**src/rtl/bsq_pkg.sv**
```systemverilog
package bsq_pkg;

  // Per-zone configuration word layout
  localparam int CFG_W     = 16;
  localparam int WAIT_LSB  = 0;
  localparam int WAIT_W    = 3;
  localparam int HOLD_LSB  = 3;
  localparam int HOLD_W    = 2;
  localparam int POST_BIT  = 9;   // idle after leaving this zone
  localparam int PRE_BIT   = 10;  // idle before entering this zone
  localparam int FAST_BIT  = 11;  // single-clock read when wait is zero

  // Longest strobe: normal read, 2 + max wait, counted down to zero
  localparam int STB_MAX   = (1 << WAIT_W) + 1;
  localparam int STB_CNT_W = $clog2(STB_MAX + 1);

  typedef logic [CFG_W-1:0] zoneCfg_t;

  typedef enum logic [2:0] {
    ST_IDLE,
    ST_GAP,
    ST_STROBE,
    ST_HOLD,
    ST_DONE
  } bsqState_t;

  // Control-to-datapath strobes
  typedef struct packed {
    logic latchReq;
    logic capture;
    logic driveRd;
    logic driveWr;
    logic driveData;
  } bsqStrobes_t;

  // Default word: post-idle only on zone 0 and the I/O (top) zone
  function automatic zoneCfg_t defaultZoneCfg(input int zone, input int numZones);
    zoneCfg_t c;
    c = '0;
    if (zone == 0 || zone == numZones - 1) c[POST_BIT] = 1'b1;
    return c;
  endfunction

endpackage

```
**src/rtl/bsq_ctrl.sv**
```systemverilog
module bsq_ctrl
  import bsq_pkg::*;
#(
  parameter int ZONE_W = 2
) (
  input  logic                             clk,
  input  logic                             rstN,
  input  logic                             reqValid,
  input  logic                             reqWrite,
  input  logic [ZONE_W-1:0]                reqZone,
  input  logic [(1<<ZONE_W)*CFG_W-1:0]     zoneCfg,
  output logic                             respReady,
  output bsqStrobes_t                      stb
);

  localparam int NUM_ZONES = 1 << ZONE_W;

  bsqState_t             state;
  logic [STB_CNT_W-1:0]  stbCnt;
  logic [HOLD_W-1:0]     holdCnt;
  logic                  curWrite;
  logic [ZONE_W-1:0]     lastZone;
  logic                  haveLast;

  zoneCfg_t cfgArr [NUM_ZONES];

  for (genvar z = 0; z < NUM_ZONES; z++) begin : g_cfg
    assign cfgArr[z] = zoneCfg[z*CFG_W +: CFG_W];
  end

  zoneCfg_t             newCfg;
  zoneCfg_t             lastCfg;
  logic [WAIT_W-1:0]    newWait;
  logic [HOLD_W-1:0]    newHold;
  logic                 fastOk;
  logic                 gapNeed;
  logic [STB_CNT_W-1:0] newStbCnt;

  assign newCfg  = cfgArr[reqZone];
  assign lastCfg = cfgArr[lastZone];
  assign newWait = newCfg[WAIT_LSB +: WAIT_W];
  assign newHold = newCfg[HOLD_LSB +: HOLD_W];

  // fast read only counts when the wait field is zero
  assign fastOk = newCfg[FAST_BIT] && (newWait == '0);

  // one idle on a zone change if either side asks for it
  assign gapNeed = haveLast && (reqZone != lastZone) &&
                   (lastCfg[POST_BIT] || newCfg[PRE_BIT]);

  // Strobe counter loads length-1: write 1+wait, fast read 1, normal read 2+wait
  always_comb begin
    if (reqWrite || fastOk) newStbCnt = STB_CNT_W'(newWait);
    else                    newStbCnt = STB_CNT_W'(newWait) + 1'b1;
  end

  always_ff @(posedge clk or negedge rstN) begin
    if (!rstN) begin
      state    <= ST_IDLE;
      stbCnt   <= '0;
      holdCnt  <= '0;
      curWrite <= 1'b0;
      lastZone <= '0;
      haveLast <= 1'b0;
    end else begin
      case (state)
        ST_IDLE: begin
          if (reqValid) begin
            stbCnt   <= newStbCnt;
            holdCnt  <= newHold;
            curWrite <= reqWrite;
            lastZone <= reqZone;
            haveLast <= 1'b1;
            state    <= gapNeed ? ST_GAP : ST_STROBE;
          end
        end
        ST_GAP:    state <= ST_STROBE;
        ST_STROBE: begin
          if (stbCnt == '0) state  <= (holdCnt != '0) ? ST_HOLD : ST_DONE;
          else              stbCnt <= stbCnt - 1'b1;
        end
        ST_HOLD: begin
          if (holdCnt == HOLD_W'(1)) state   <= ST_DONE;
          else                       holdCnt <= holdCnt - 1'b1;
        end
        ST_DONE:   state <= ST_IDLE;
        default:   state <= ST_IDLE;
      endcase
    end
  end

  always_comb begin
    stb           = '0;
    stb.latchReq  = (state == ST_IDLE) && reqValid;
    stb.driveRd   = (state == ST_STROBE) && !curWrite;
    stb.driveWr   = (state == ST_STROBE) && curWrite;
    stb.capture   = (state == ST_STROBE) && !curWrite && (stbCnt == '0);
    stb.driveData = curWrite && ((state == ST_STROBE) || (state == ST_HOLD));
  end

  // completion pulse in the clock after the last bus clock
  assign respReady = (state == ST_DONE);

endmodule

```
**src/rtl/bsq_datapath.sv**
```systemverilog
module bsq_datapath
  import bsq_pkg::*;
#(
  parameter int ADDR_W = 16,
  parameter int DATA_W = 8
) (
  input  logic              clk,
  input  logic              rstN,
  input  bsqStrobes_t       stb,
  input  logic [ADDR_W-1:0] reqAddr,
  input  logic [DATA_W-1:0] reqWdata,
  input  logic [DATA_W-1:0] busRdata,
  output logic [DATA_W-1:0] respRdata,
  output logic [ADDR_W-1:0] busAddr,
  output logic [DATA_W-1:0] busWdata,
  output logic              busDataOe,
  output logic              busRd,
  output logic              busWr
);

  logic [ADDR_W-1:0] addrQ;
  logic [DATA_W-1:0] wdataQ;
  logic [DATA_W-1:0] rdataQ;

  always_ff @(posedge clk or negedge rstN) begin
    if (!rstN) begin
      addrQ  <= '0;
      wdataQ <= '0;
      rdataQ <= '0;
    end else begin
      if (stb.latchReq) begin
        addrQ  <= reqAddr;
        wdataQ <= reqWdata;
      end
      // sample external data in the last strobe clock
      if (stb.capture) rdataQ <= busRdata;
    end
  end

  assign busAddr   = addrQ;
  assign busWdata  = wdataQ;
  assign busDataOe = stb.driveData;
  assign busRd     = stb.driveRd;
  assign busWr     = stb.driveWr;
  assign respRdata = rdataQ;

endmodule

```
**src/rtl/zone_bus_seq.sv**
```systemverilog
module zone_bus_seq
  import bsq_pkg::*;
#(
  parameter int ADDR_W = 16,
  parameter int DATA_W = 8,
  parameter int ZONE_W = 2
) (
  input  logic                         clk,
  input  logic                         rstN,
  input  logic                         reqValid,
  input  logic                         reqWrite,
  input  logic [ADDR_W-1:0]            reqAddr,
  input  logic [DATA_W-1:0]            reqWdata,
  input  logic [(1<<ZONE_W)*CFG_W-1:0] zoneCfg,
  output logic                         respReady,
  output logic [DATA_W-1:0]            respRdata,
  output logic [ADDR_W-1:0]            busAddr,
  output logic [DATA_W-1:0]            busWdata,
  output logic                         busDataOe,
  output logic                         busRd,
  output logic                         busWr,
  input  logic [DATA_W-1:0]            busRdata
);

  bsqStrobes_t      stb;
  logic [ZONE_W-1:0] reqZone;

  // zone from the top address bits
  assign reqZone = reqAddr[ADDR_W-1 -: ZONE_W];

  bsq_ctrl #(.ZONE_W(ZONE_W)) ctrl_i (
    .clk       (clk),
    .rstN      (rstN),
    .reqValid  (reqValid),
    .reqWrite  (reqWrite),
    .reqZone   (reqZone),
    .zoneCfg   (zoneCfg),
    .respReady (respReady),
    .stb       (stb)
  );

  bsq_datapath #(.ADDR_W(ADDR_W), .DATA_W(DATA_W)) dp_i (
    .clk       (clk),
    .rstN      (rstN),
    .stb       (stb),
    .reqAddr   (reqAddr),
    .reqWdata  (reqWdata),
    .busRdata  (busRdata),
    .respRdata (respRdata),
    .busAddr   (busAddr),
    .busWdata  (busWdata),
    .busDataOe (busDataOe),
    .busRd     (busRd),
    .busWr     (busWr)
  );

endmodule

```
**config.mk**
```make
export PLATFORM = sky130hd
export DESIGN_NAME = zone_bus_seq
export DESIGN_NICKNAME = d
export VERILOG_FILES = /design/src/rtl/bsq_pkg.sv /design/src/rtl/bsq_ctrl.sv /design/src/rtl/bsq_datapath.sv /design/src/rtl/zone_bus_seq.sv
export SDC_FILE = /design/constraint.sdc
export NUM_CORES = 1
export LEC_CHECK = 0
export BUFFER_PORTS_ARGS = -buffer_cell sky130_fd_sc_hd__buf_2
export CAP_MARGIN = 20
export CORE_ASPECT_RATIO = 0.5
export CORE_MARGIN = 10
export CORE_UTILIZATION = 43
export DETAILED_ROUTE_END_ITERATION = 10
export GPL_TIMING_DRIVEN = 0
export MAX_ROUTING_LAYER = met4
export PLACE_DENSITY = 0.82
export SETUP_SLACK_MARGIN = 0.05
export SLEW_MARGIN = 25
export SYNTH_ARGS = -nofsm -noshare
export SYNTH_HDL_FRONTEND = slang
export SYNTH_SLANG_ARGS = --single-unit
export TNS_END_PERCENT = 10
```
**constraint.sdc**
```tcl
create_clock -name clk -period 2.2 [get_ports clk]
set_clock_uncertainty 0.05 [all_clocks]
set_input_delay 0 -clock clk [delete_from_list [all_inputs] [get_ports clk]]
set_output_delay 0 -clock clk [all_outputs]
set_load 0.02 [all_outputs]
```
; After elaboration in Yosys (flattened, before gate mapping)
; Cells that the tools add are included.
[classes]
add_sub_neg = 3
order_cmp = 2
eq_ne = 11
n_mux = 19
bitwise = 2
n_reduce_logical = 22
[ops]
columns = op, n
row1 = $bmux W16 S2, 2
row2 = $mux W12, 2
row3 = $mux W10, 2
row4 = $mux W3, 4
row5 = $mux W4, 3
row6 = $pmux W3 S4, 1
row7 = $reduce_and A3 Y1, 3
row8 = $logic_and A1 B1 Y1, 8
row9 = $pmux W4 S2, 1
row10 = $eq A3 B2 Y1 const B, 2
row11 = $ge A3 B3 Y1 const B, 2
row12 = $logic_not A3 Y1, 2
row13 = $mux W2, 3
row14 = $ne A2 B2 Y1 const B, 3
row15 = $not A2 Y3, 2
row16 = $reduce_bool A2 Y1, 3
row17 = $add A3 B1 Y4 const B, 1
row18 = $logic_not A4 Y1, 1
row19 = $ne A2 B1 Y1 const B, 2
row20 = $pmux W2 S2, 1
row21 = $sub A4 B1 Y4 const B, 1
row22 = $eq A3 B1 Y1 const B, 1
row23 = $eq A3 B3 Y1 const B, 1
row24 = $logic_or A1 B1 Y1, 3
row25 = other kinds (5), 5
[word_totals]
register_bits = 45
input_bits = 100
wordCells = 68

; Longest topological paths before layout
; Gate-level depths: netlist of run 1.
[depth]
ltp_word = 10
mapped_depth = 10
mapped_depth_nobuf = 9

; Cells and area by module
; A second synthesis of run 1 with hierarchy kept.
[hier_totals]
cells_unflattened = 186
hier_area_um2 = 2414.8
[modules_own_cells]
columns = mod, instances, cells_per_inst, area_each_um2
row1 = bsq_datapath, 1, 71, 1315.0
row2 = bsq_ctrl, 1, 115, 1099.8

; Worst setup path after synthesis of run 1
; No wires, ideal clock.
[synth_path]
path_type = in2reg
startpoint = input port reqAddr[14]
endpoint = register ctrl_i.stbCnt[2]
arrival_time_ns = 1.794
t_required_ns = 2.023
slack_ns = 0.230
stages = 10
n_path_buf = 1
path_cell_list = buf_6 > mux4_1 > inv_1 > ha_1 > nand2_1 > o22ai_2 > nor3_1 > a211oi_1 > o22ai_1 > o2bb2ai_1
[synth_between]
elab_chain_cells = 10
elab_cells_between_ends = 11
[synth_rtl]
columns = item, line_no
row1 = from (decl), zone_bus_seq.sv:12  ; input logic [ADDR_W-1:0] reqAddr,
row2 = $not A2 Y3 (not written as such) *, bsq_ctrl.sv:39  ; assign newCfg = cfgArr[reqZone];
row3 = $bmux W16 S2 *, bsq_ctrl.sv:39
row4 = $mux W12 (not written as such) * (2 in series), bsq_ctrl.sv:39
row5 = "parallel branches: the longest is 3 deep, another holds $add A3 B1 Y4", --
row6 = $mux W4 *, bsq_ctrl.sv:53  ; if (reqWrite || fastOk) newStbCnt = STB_CNT_W'(newWait);
row7 = $mux W4 *, bsq_ctrl.sv:68  ; if (reqValid) begin
row8 = $pmux W4 S2 *, bsq_ctrl.sv:66  ; case (state)
row9 = to (signal assigned), bsq_ctrl.sv:69  ; stbCnt <= newStbCnt;
row10 = to (signal assigned), bsq_ctrl.sv:80  ; else stbCnt <= stbCnt - 1'b1;
row11 = to (decl), bsq_ctrl.sv:19  ; logic [STB_CNT_W-1:0] stbCnt;
; Every way passes the cells marked *. The select of a mux whose other input is x is not followed.
; A chain may end at the register's enable or synchronous reset.

; Worst setup path after layout of run 1
[layout_path]
startpoint = register ctrl_i.state[2]
endpoint = register ctrl_i.stbCnt[3]
[layout_between]
elab_chain_cells = 3
elab_cells_between_ends = 7
[layout_rtl]
columns = item, line_no
row1 = from (decl), bsq_ctrl.sv:18  ; bsqState_t state;
row2 = from (signal assigned), bsq_ctrl.sv:74  ; state <= gapNeed ? ST_GAP : ST_STROBE;
row3 = from (signal assigned), bsq_ctrl.sv:79  ; if (stbCnt == '0) state <= (holdCnt != '0) ? ST_HOLD : ST_DONE;
row4 = $eq A3 B2 Y1 / $logic_not A3 Y1 (equally long branches), bsq_ctrl.sv:66
row5 = $ne A2 B2 Y1 (no source line) / $reduce_bool A2 Y1 (equally long branches), --
row6 = $reduce_and A3 Y1 (no source line), --
; Several ways; a longest one is shown, not always the timed one.

==> flow_summary.yaml, run 1 <==
finish:
  register_area_um2: 1076
  instances_no_fill: 434
  fillers: 391
  layout.nets: 469
  n_antenna_cell: 0
  syn_to_final_growth_pct: 47.28
  postLayoutCoreUtil: 0.6561
  multi_input_area_um2: 1061
  drive_gt1_frac: 0.3599
timing:
  tns_ps: 0
  rsz0062_at_grt: "false"
  setup_violations: 0
  setup_ws_ps: 231.0
  min_period_ps: 1969
  worst_slew_pin_slew_ps: 535.8
  hold_violations: 0
  drv_slew: 0
  fmax_ghz: 0.5079
  fin_crit_sh: 0.8950
  slew-limit-headroom: 0.6413
status:
  status: "finished, final reports clean"
floorplanning:
  core_area_um2: 4955
  die_y_um: 70.66
  die_area_um2: 8572
  rows: 18
  floorplan.initialDensity: 0.4455
  ios: 136
  die_x_um: 121.3
setup_path:
  criticalPathCategory: "flip-flop to flip-flop"
  slowest_delay_ps: 470
  worst_path_max_delay_cell: "dfrtp_1"
  end_kind: "flip-flop"
  arrival_ps: 2100
  critPathMaxFanout: 7
  crit_family: "simple AND/OR/NAND/NOR gates"
  required_ps: 2330
  cp-start-kind: "flip-flop"
  cp_num_buf_inv: 0
  path_cells: "and2b_1 -> nand2b_2 -> or4_1 -> a211oi_1 -> a31oi_1 -> o41ai_1"
global_routing:
  gr-total-overflow: 0
  grt_pass1_wl_um: 11930
  grt_max_degree: 44
  first_global_vias: 2382
  antenna_found_initial: 0
  grt_usage: 0.1746
job:
  drv_cap: 0
route:
  avgRoutedWirePerCell_um: 16.59
  drtIter0Drc: 137
  viasPerCell: 5.129
  ant_nets: 0
  firstDrtPassIters: 4
  dr_total_vias: 2226
  drc: 0
  routed_wirelength_um: 7200
logic_synthesis:
  synth_enable_flop_cells: 0
  synth.most_common_cell: "nand2_1"
  netlist_area_um2: 2207
  synth_area_leader_cell: "dfrtp_1"
  ys_top_cells_by_count: "nand2_1, dfrtp_1, nor2_1, mux2_2, inv_1"
  avgSynthCellArea_um2: 9.942
  ys_ff_latch: 43
  ys_types: 41
  async_flop_share: 1.000
  synth_seq_area_share: 0.4875
  ys.flop_type: "dfrtp_1"
  synth.area.top_cells: "dfrtp_1, nand2_1, mux4_1"
  syn_nets: 327
  synthCells: 222
  yosysWarnings: 0
  yosys.area.top_type_share: 0.4875
power_and_ir_drop:
  p_leak_nw: 1.694
  power.total_mw: 3.900
  ir_drop_v: 0.0005958
  p_per_area_nw_per_um2: 1200
worst_hold_path:
  hold_path.class: "primary input to flip-flop"
place:
  routabilityCongestion: 0.9054
  dp_hpwl_um: 5178
  post-place-ws_ps: 37.44
  dp_cells: 393
  io_buffer_count: 101
clock_tree:
  numCtsBuffers: 5
  cts_buffer_depth: 2
  h-tree-depth: 2
  root_buffer: "clkbuf_8"
  cts_tree: "done"
  cts.sink_count: 43
  clk_latency_ps: 290
  post_cts_buffers: 0
  clk_pin_slew_ps: 80
[state kept, by name (all words and copies together), names as in the netlist]
register,count
ctrl_i.stbCnt,4
dp_i.busWdata,8
ctrl_i.curWrite,1
ctrl_i.holdCnt,2
ctrl_i.state,3
ctrl_i.haveLast,1
dp_i.respRdata,8
ctrl_i.lastZone,2
dp_i.busAddr,14
[worst register-to-register path, delay by kind of cell (launching register included)]
kind / cells / cell delay (ps)
and+or+nand+nor: 3 / 870
DFF: 1 / 470
AOI/OAI and AO/OA: 3 / 470
[layout by cell type (no fill, tap or decap), types with 4 or more instances in the layout]
cell type,synthesis,final
buf_2,3,103
nand2_1,81,81
dfrtp_1,43,43
dlygate4sd3_1,0,34
nor2_1,13,13
mux2_2,8,8
inv_1,7,7
clkbuf_1,5,6
a211oi_1,5,5
ha_1,5,5
clkbuf_8,0,5
mux4_1,4,4
nor3_1,4,4
a21oi_1,4,4
[timing repair]
action | in CTS | in global routing
hold buffers | 34 | 0
endpoints found under the hold margin | 77 | 0
resized for setup | 1 | 0
endpoints found under the setup margin | 8 | 0
[final timing paths]
check                                      from                to  slack [ps]  cells past startpoint
worst max-delay path            ctrl_i.state[2]  ctrl_i.stbCnt[3]         230                      6
worst min-delay path                   reqValid   ctrl_i.state[1]         110                      3
worst max register to register  ctrl_i.state[2]  ctrl_i.stbCnt[3]         230                      6
worst min register to register  dp_i.busAddr[5]   dp_i.busAddr[5]         420                      2
max in group asynchronous                  rstN  dp_i.busWdata[2]        1540                      2
min in group asynchronous                  rstN   ctrl_i.state[2]         190                      2
[stage by stage]
step | hold slack (ps) | instance area, um^2
6_report | 115.0 | 3251
5_1_grt | 149.6 | 3251
4_1_cts | 100.9 | 3248
3_5_place_dp | 143.8 | 2800
3_3_place_gp | 135.1 | 2800
2_1_floorplan | -345.6 | 2207
[routing by layer]
metal,part of all wire,global-route usage,vias to the layer above
met5,0,-,-
met4,0.029,0.06176,0
met3,0.049,0.02930,22
met2,0.56,0.3313,82
met1,0.36,0.1779,1093
li1,-,-,1029
[power by group]
| part | internal (mW) | switching [mW] |
|---|---|---|
| logic | 0.745 | 1.17 |
| registers | 1.15 | 0.243 |
| clock network | 0.333 | 0.261 |
| total | 2.23 | 1.67 |
[final cells by class]
class	count	share of cell area
flip-flops and latches	43	0.3310
multi-input cells	162	0.3264
repair buffers	135	0.2610
well taps	70	0.02694
clock buffers	6	0.02232
plain buffers	9	0.01386
clock inverters	1	0.009238
inverters	8	0.009238
[logic make-up (layout without fill, tap and decap cells)]
family          Yosys count  in the layout  synth area share
compound gates           23             23           0.07937
xor+xnor                  3              3           0.01531
fa+ha+maj                 5              5           0.02834
buf+inv                  17            159           0.03401
flops                    43             43            0.4875
mux                      18             18            0.1327
simple gates            113            113            0.2228
(Power assumes the default switching activity.)
==> run 2: changes to the inputs <==
--- a/config.mk
+++ b/config.mk
@@ -11,7 +11,6 @@
 export CORE_MARGIN = 10
 export CORE_UTILIZATION = 43
 export DETAILED_ROUTE_END_ITERATION = 10
-export GPL_TIMING_DRIVEN = 0
 export MAX_ROUTING_LAYER = met4
 export PLACE_DENSITY = 0.82
 export SETUP_SLACK_MARGIN = 0.05
==> run 2 against run 1 <==
  * Sequential share of layout area increased by 0.21 points
  * Largest power group unchanged
  * Critical endpoint is now dp_i.respRdata[7]
  * Critical path depth decreased by 1
  * Routed wire length decreased by 6.2%
  * Total power decreased by 2.9%
==> flow_summary.yaml, run 2 (synthesis gave the netlist of run 1 again) <==
finish:
  finalInstanceArea_um2: 3231
  layout_commonest_cell: "buf_2"
  mostFrequentLayoutCells: "buf_2, nand2_1, dfrtp_1"
  layout.nets: 467
  drive_gt1_frac: 0.3719
  largest_reg_flops: 14
  syn_to_final_growth_pct: 46.37
  instances_no_fill: 434
route:
  drc: 0
  viasPerCell: 4.945
  dr_total_vias: 2146
  ant_nets: 0
  avgRoutedWirePerCell_um: 15.57
  drtIter0Drc: 122
  firstDrtPassIters: 4
  routed_wirelength_um: 6757
power_and_ir_drop:
  ir_drop_v: 0.0005182
  p_leak_nw: 1.691
  power.total_mw: 3.785
  p_per_area_nw_per_um2: 1172
setup_path:
  end_kind: "flip-flop"
  r2r_cells: 5
  crit_end: "dp_i.respRdata[7]"
  arrival_ps: 2020
  criticalPathCategory: "flip-flop to flip-flop"
  reg2reg_from: "ctrl_i.stbCnt[0]"
  cp-start-kind: "flip-flop"
  crit_start: "ctrl_i.stbCnt[0]"
  required_ps: 2330
  critPathMaxFanout: 8
  r2r_end: "dp_i.respRdata[7]"
  reg2reg_slack_ps: 310
timing:
  fin_crit_sh: 0.8591
  rsz0062_at_grt: "false"
  fmax_ghz: 0.5291
  setup_ws_ps: 310.0
  tns_ps: 0
  min_period_ps: 1890
  worst_slew_pin_slew_ps: 683.2
  drv_slew: 0
  setup_violations: 0
  hold_violations: 0
  slew-limit-headroom: 0.5426
place:
  io_buffer_count: 103
  dp_hpwl_um: 4904
  dpl-instance-area_um2: 2810
  routabilityCongestion: 0.8556
  dp_cells: 392
  post-place-ws_ps: 37.17
clock_tree:
  cts_hold_buf: 33
  cts_buffer_depth: 2
  cts_tree: "done"
  h-tree-depth: 2
  post_cts_resized: 0
  clk_pin_slew_ps: 80
  clk_latency_ps: 300
  root_buffer: "clkbuf_8"
  cts.sink_count: 43
  numCtsBuffers: 5
  post_cts_buffers: 0
job:
  drv_cap: 0
global_routing:
  grt_max_degree: 44
  grt_usage: 0.1644
  gr-total-overflow: 0
  antenna_found_initial: 0
  first_global_vias: 2384
  grt_pass1_wl_um: 11330
worst_hold_path:
  hold_path.class: "primary input to flip-flop"
floorplanning:
  die_y_um: 70.66
  rows: 18
  core_area_um2: 4955
  die_x_um: 121.3
  die_area_um2: 8572
  ios: 136
  floorplan.initialDensity: 0.4455
status:
  status: "finished, final reports clean"
[run 2: routing by layer]
metal,vias up,global-route usage,share of wire
met5,-,-,0
met4,0,0.07227,0.031
met3,22,0.02771,0.032
met2,53,0.3027,0.55
met1,1046,0.1696,0.38
li1,1025,-,-
[run 2: layout make-up]
type	count	area, um^2
fill	375	1724
sequential	43	1076
multi-input combinational	162	1056
timing repair buffer	142	893.4
tap	70	87.58
clock buffer	6	72.57
inverter	8	30.03
clock inverter	2	12.51
antenna	1	2.502
[run 2: worst max-delay path, cell delays in order, from the launching register on]
cell	delay (ps)
dfrtp_1	380
inv_1	110
ha_1	230
nor3b_1	330
nand2_1	310
mux2_2	350
[run 2: stage by stage]
step | hold WS, ps | utilization
final | 91.02 | 0.6520
after global routing | 119.5 | 0.6515
after floorplan | -345.6 | -
after detailed placement | 142.3 | 0.5672
after global placement | 136.4 | 0.5672
after CTS | 88.21 | 0.6510
[run 2: where the power goes]
part | internal [mW] | total (mW) | leakage (nW) | switching, mW
sequential | 1.15 | 1.40 | 0.524 | 0.249
clock | 0.222 | 0.506 | 0.0412 | 0.284
combinational | 0.754 | 1.88 | 1.13 | 1.13
total | 2.13 | 3.79 | 1.69 | 1.66
[run 2: worst min-delay path by stage]
stage	from	end	slack, ps	depth (start not counted)
3_5_place_dp	reqAddr[10]	dp_i.busAddr[10]	140	3
6_report	reqValid	ctrl_i.state[1]	90	3
4_1_cts	reqValid	ctrl_i.state[1]	90	3
2_1_floorplan	rstN	ctrl_i.curWrite	-350	0
5_1_grt	reqValid	ctrl_i.state[1]	120	3
3_3_place_gp	rstN	ctrl_i.state[1]	140	1
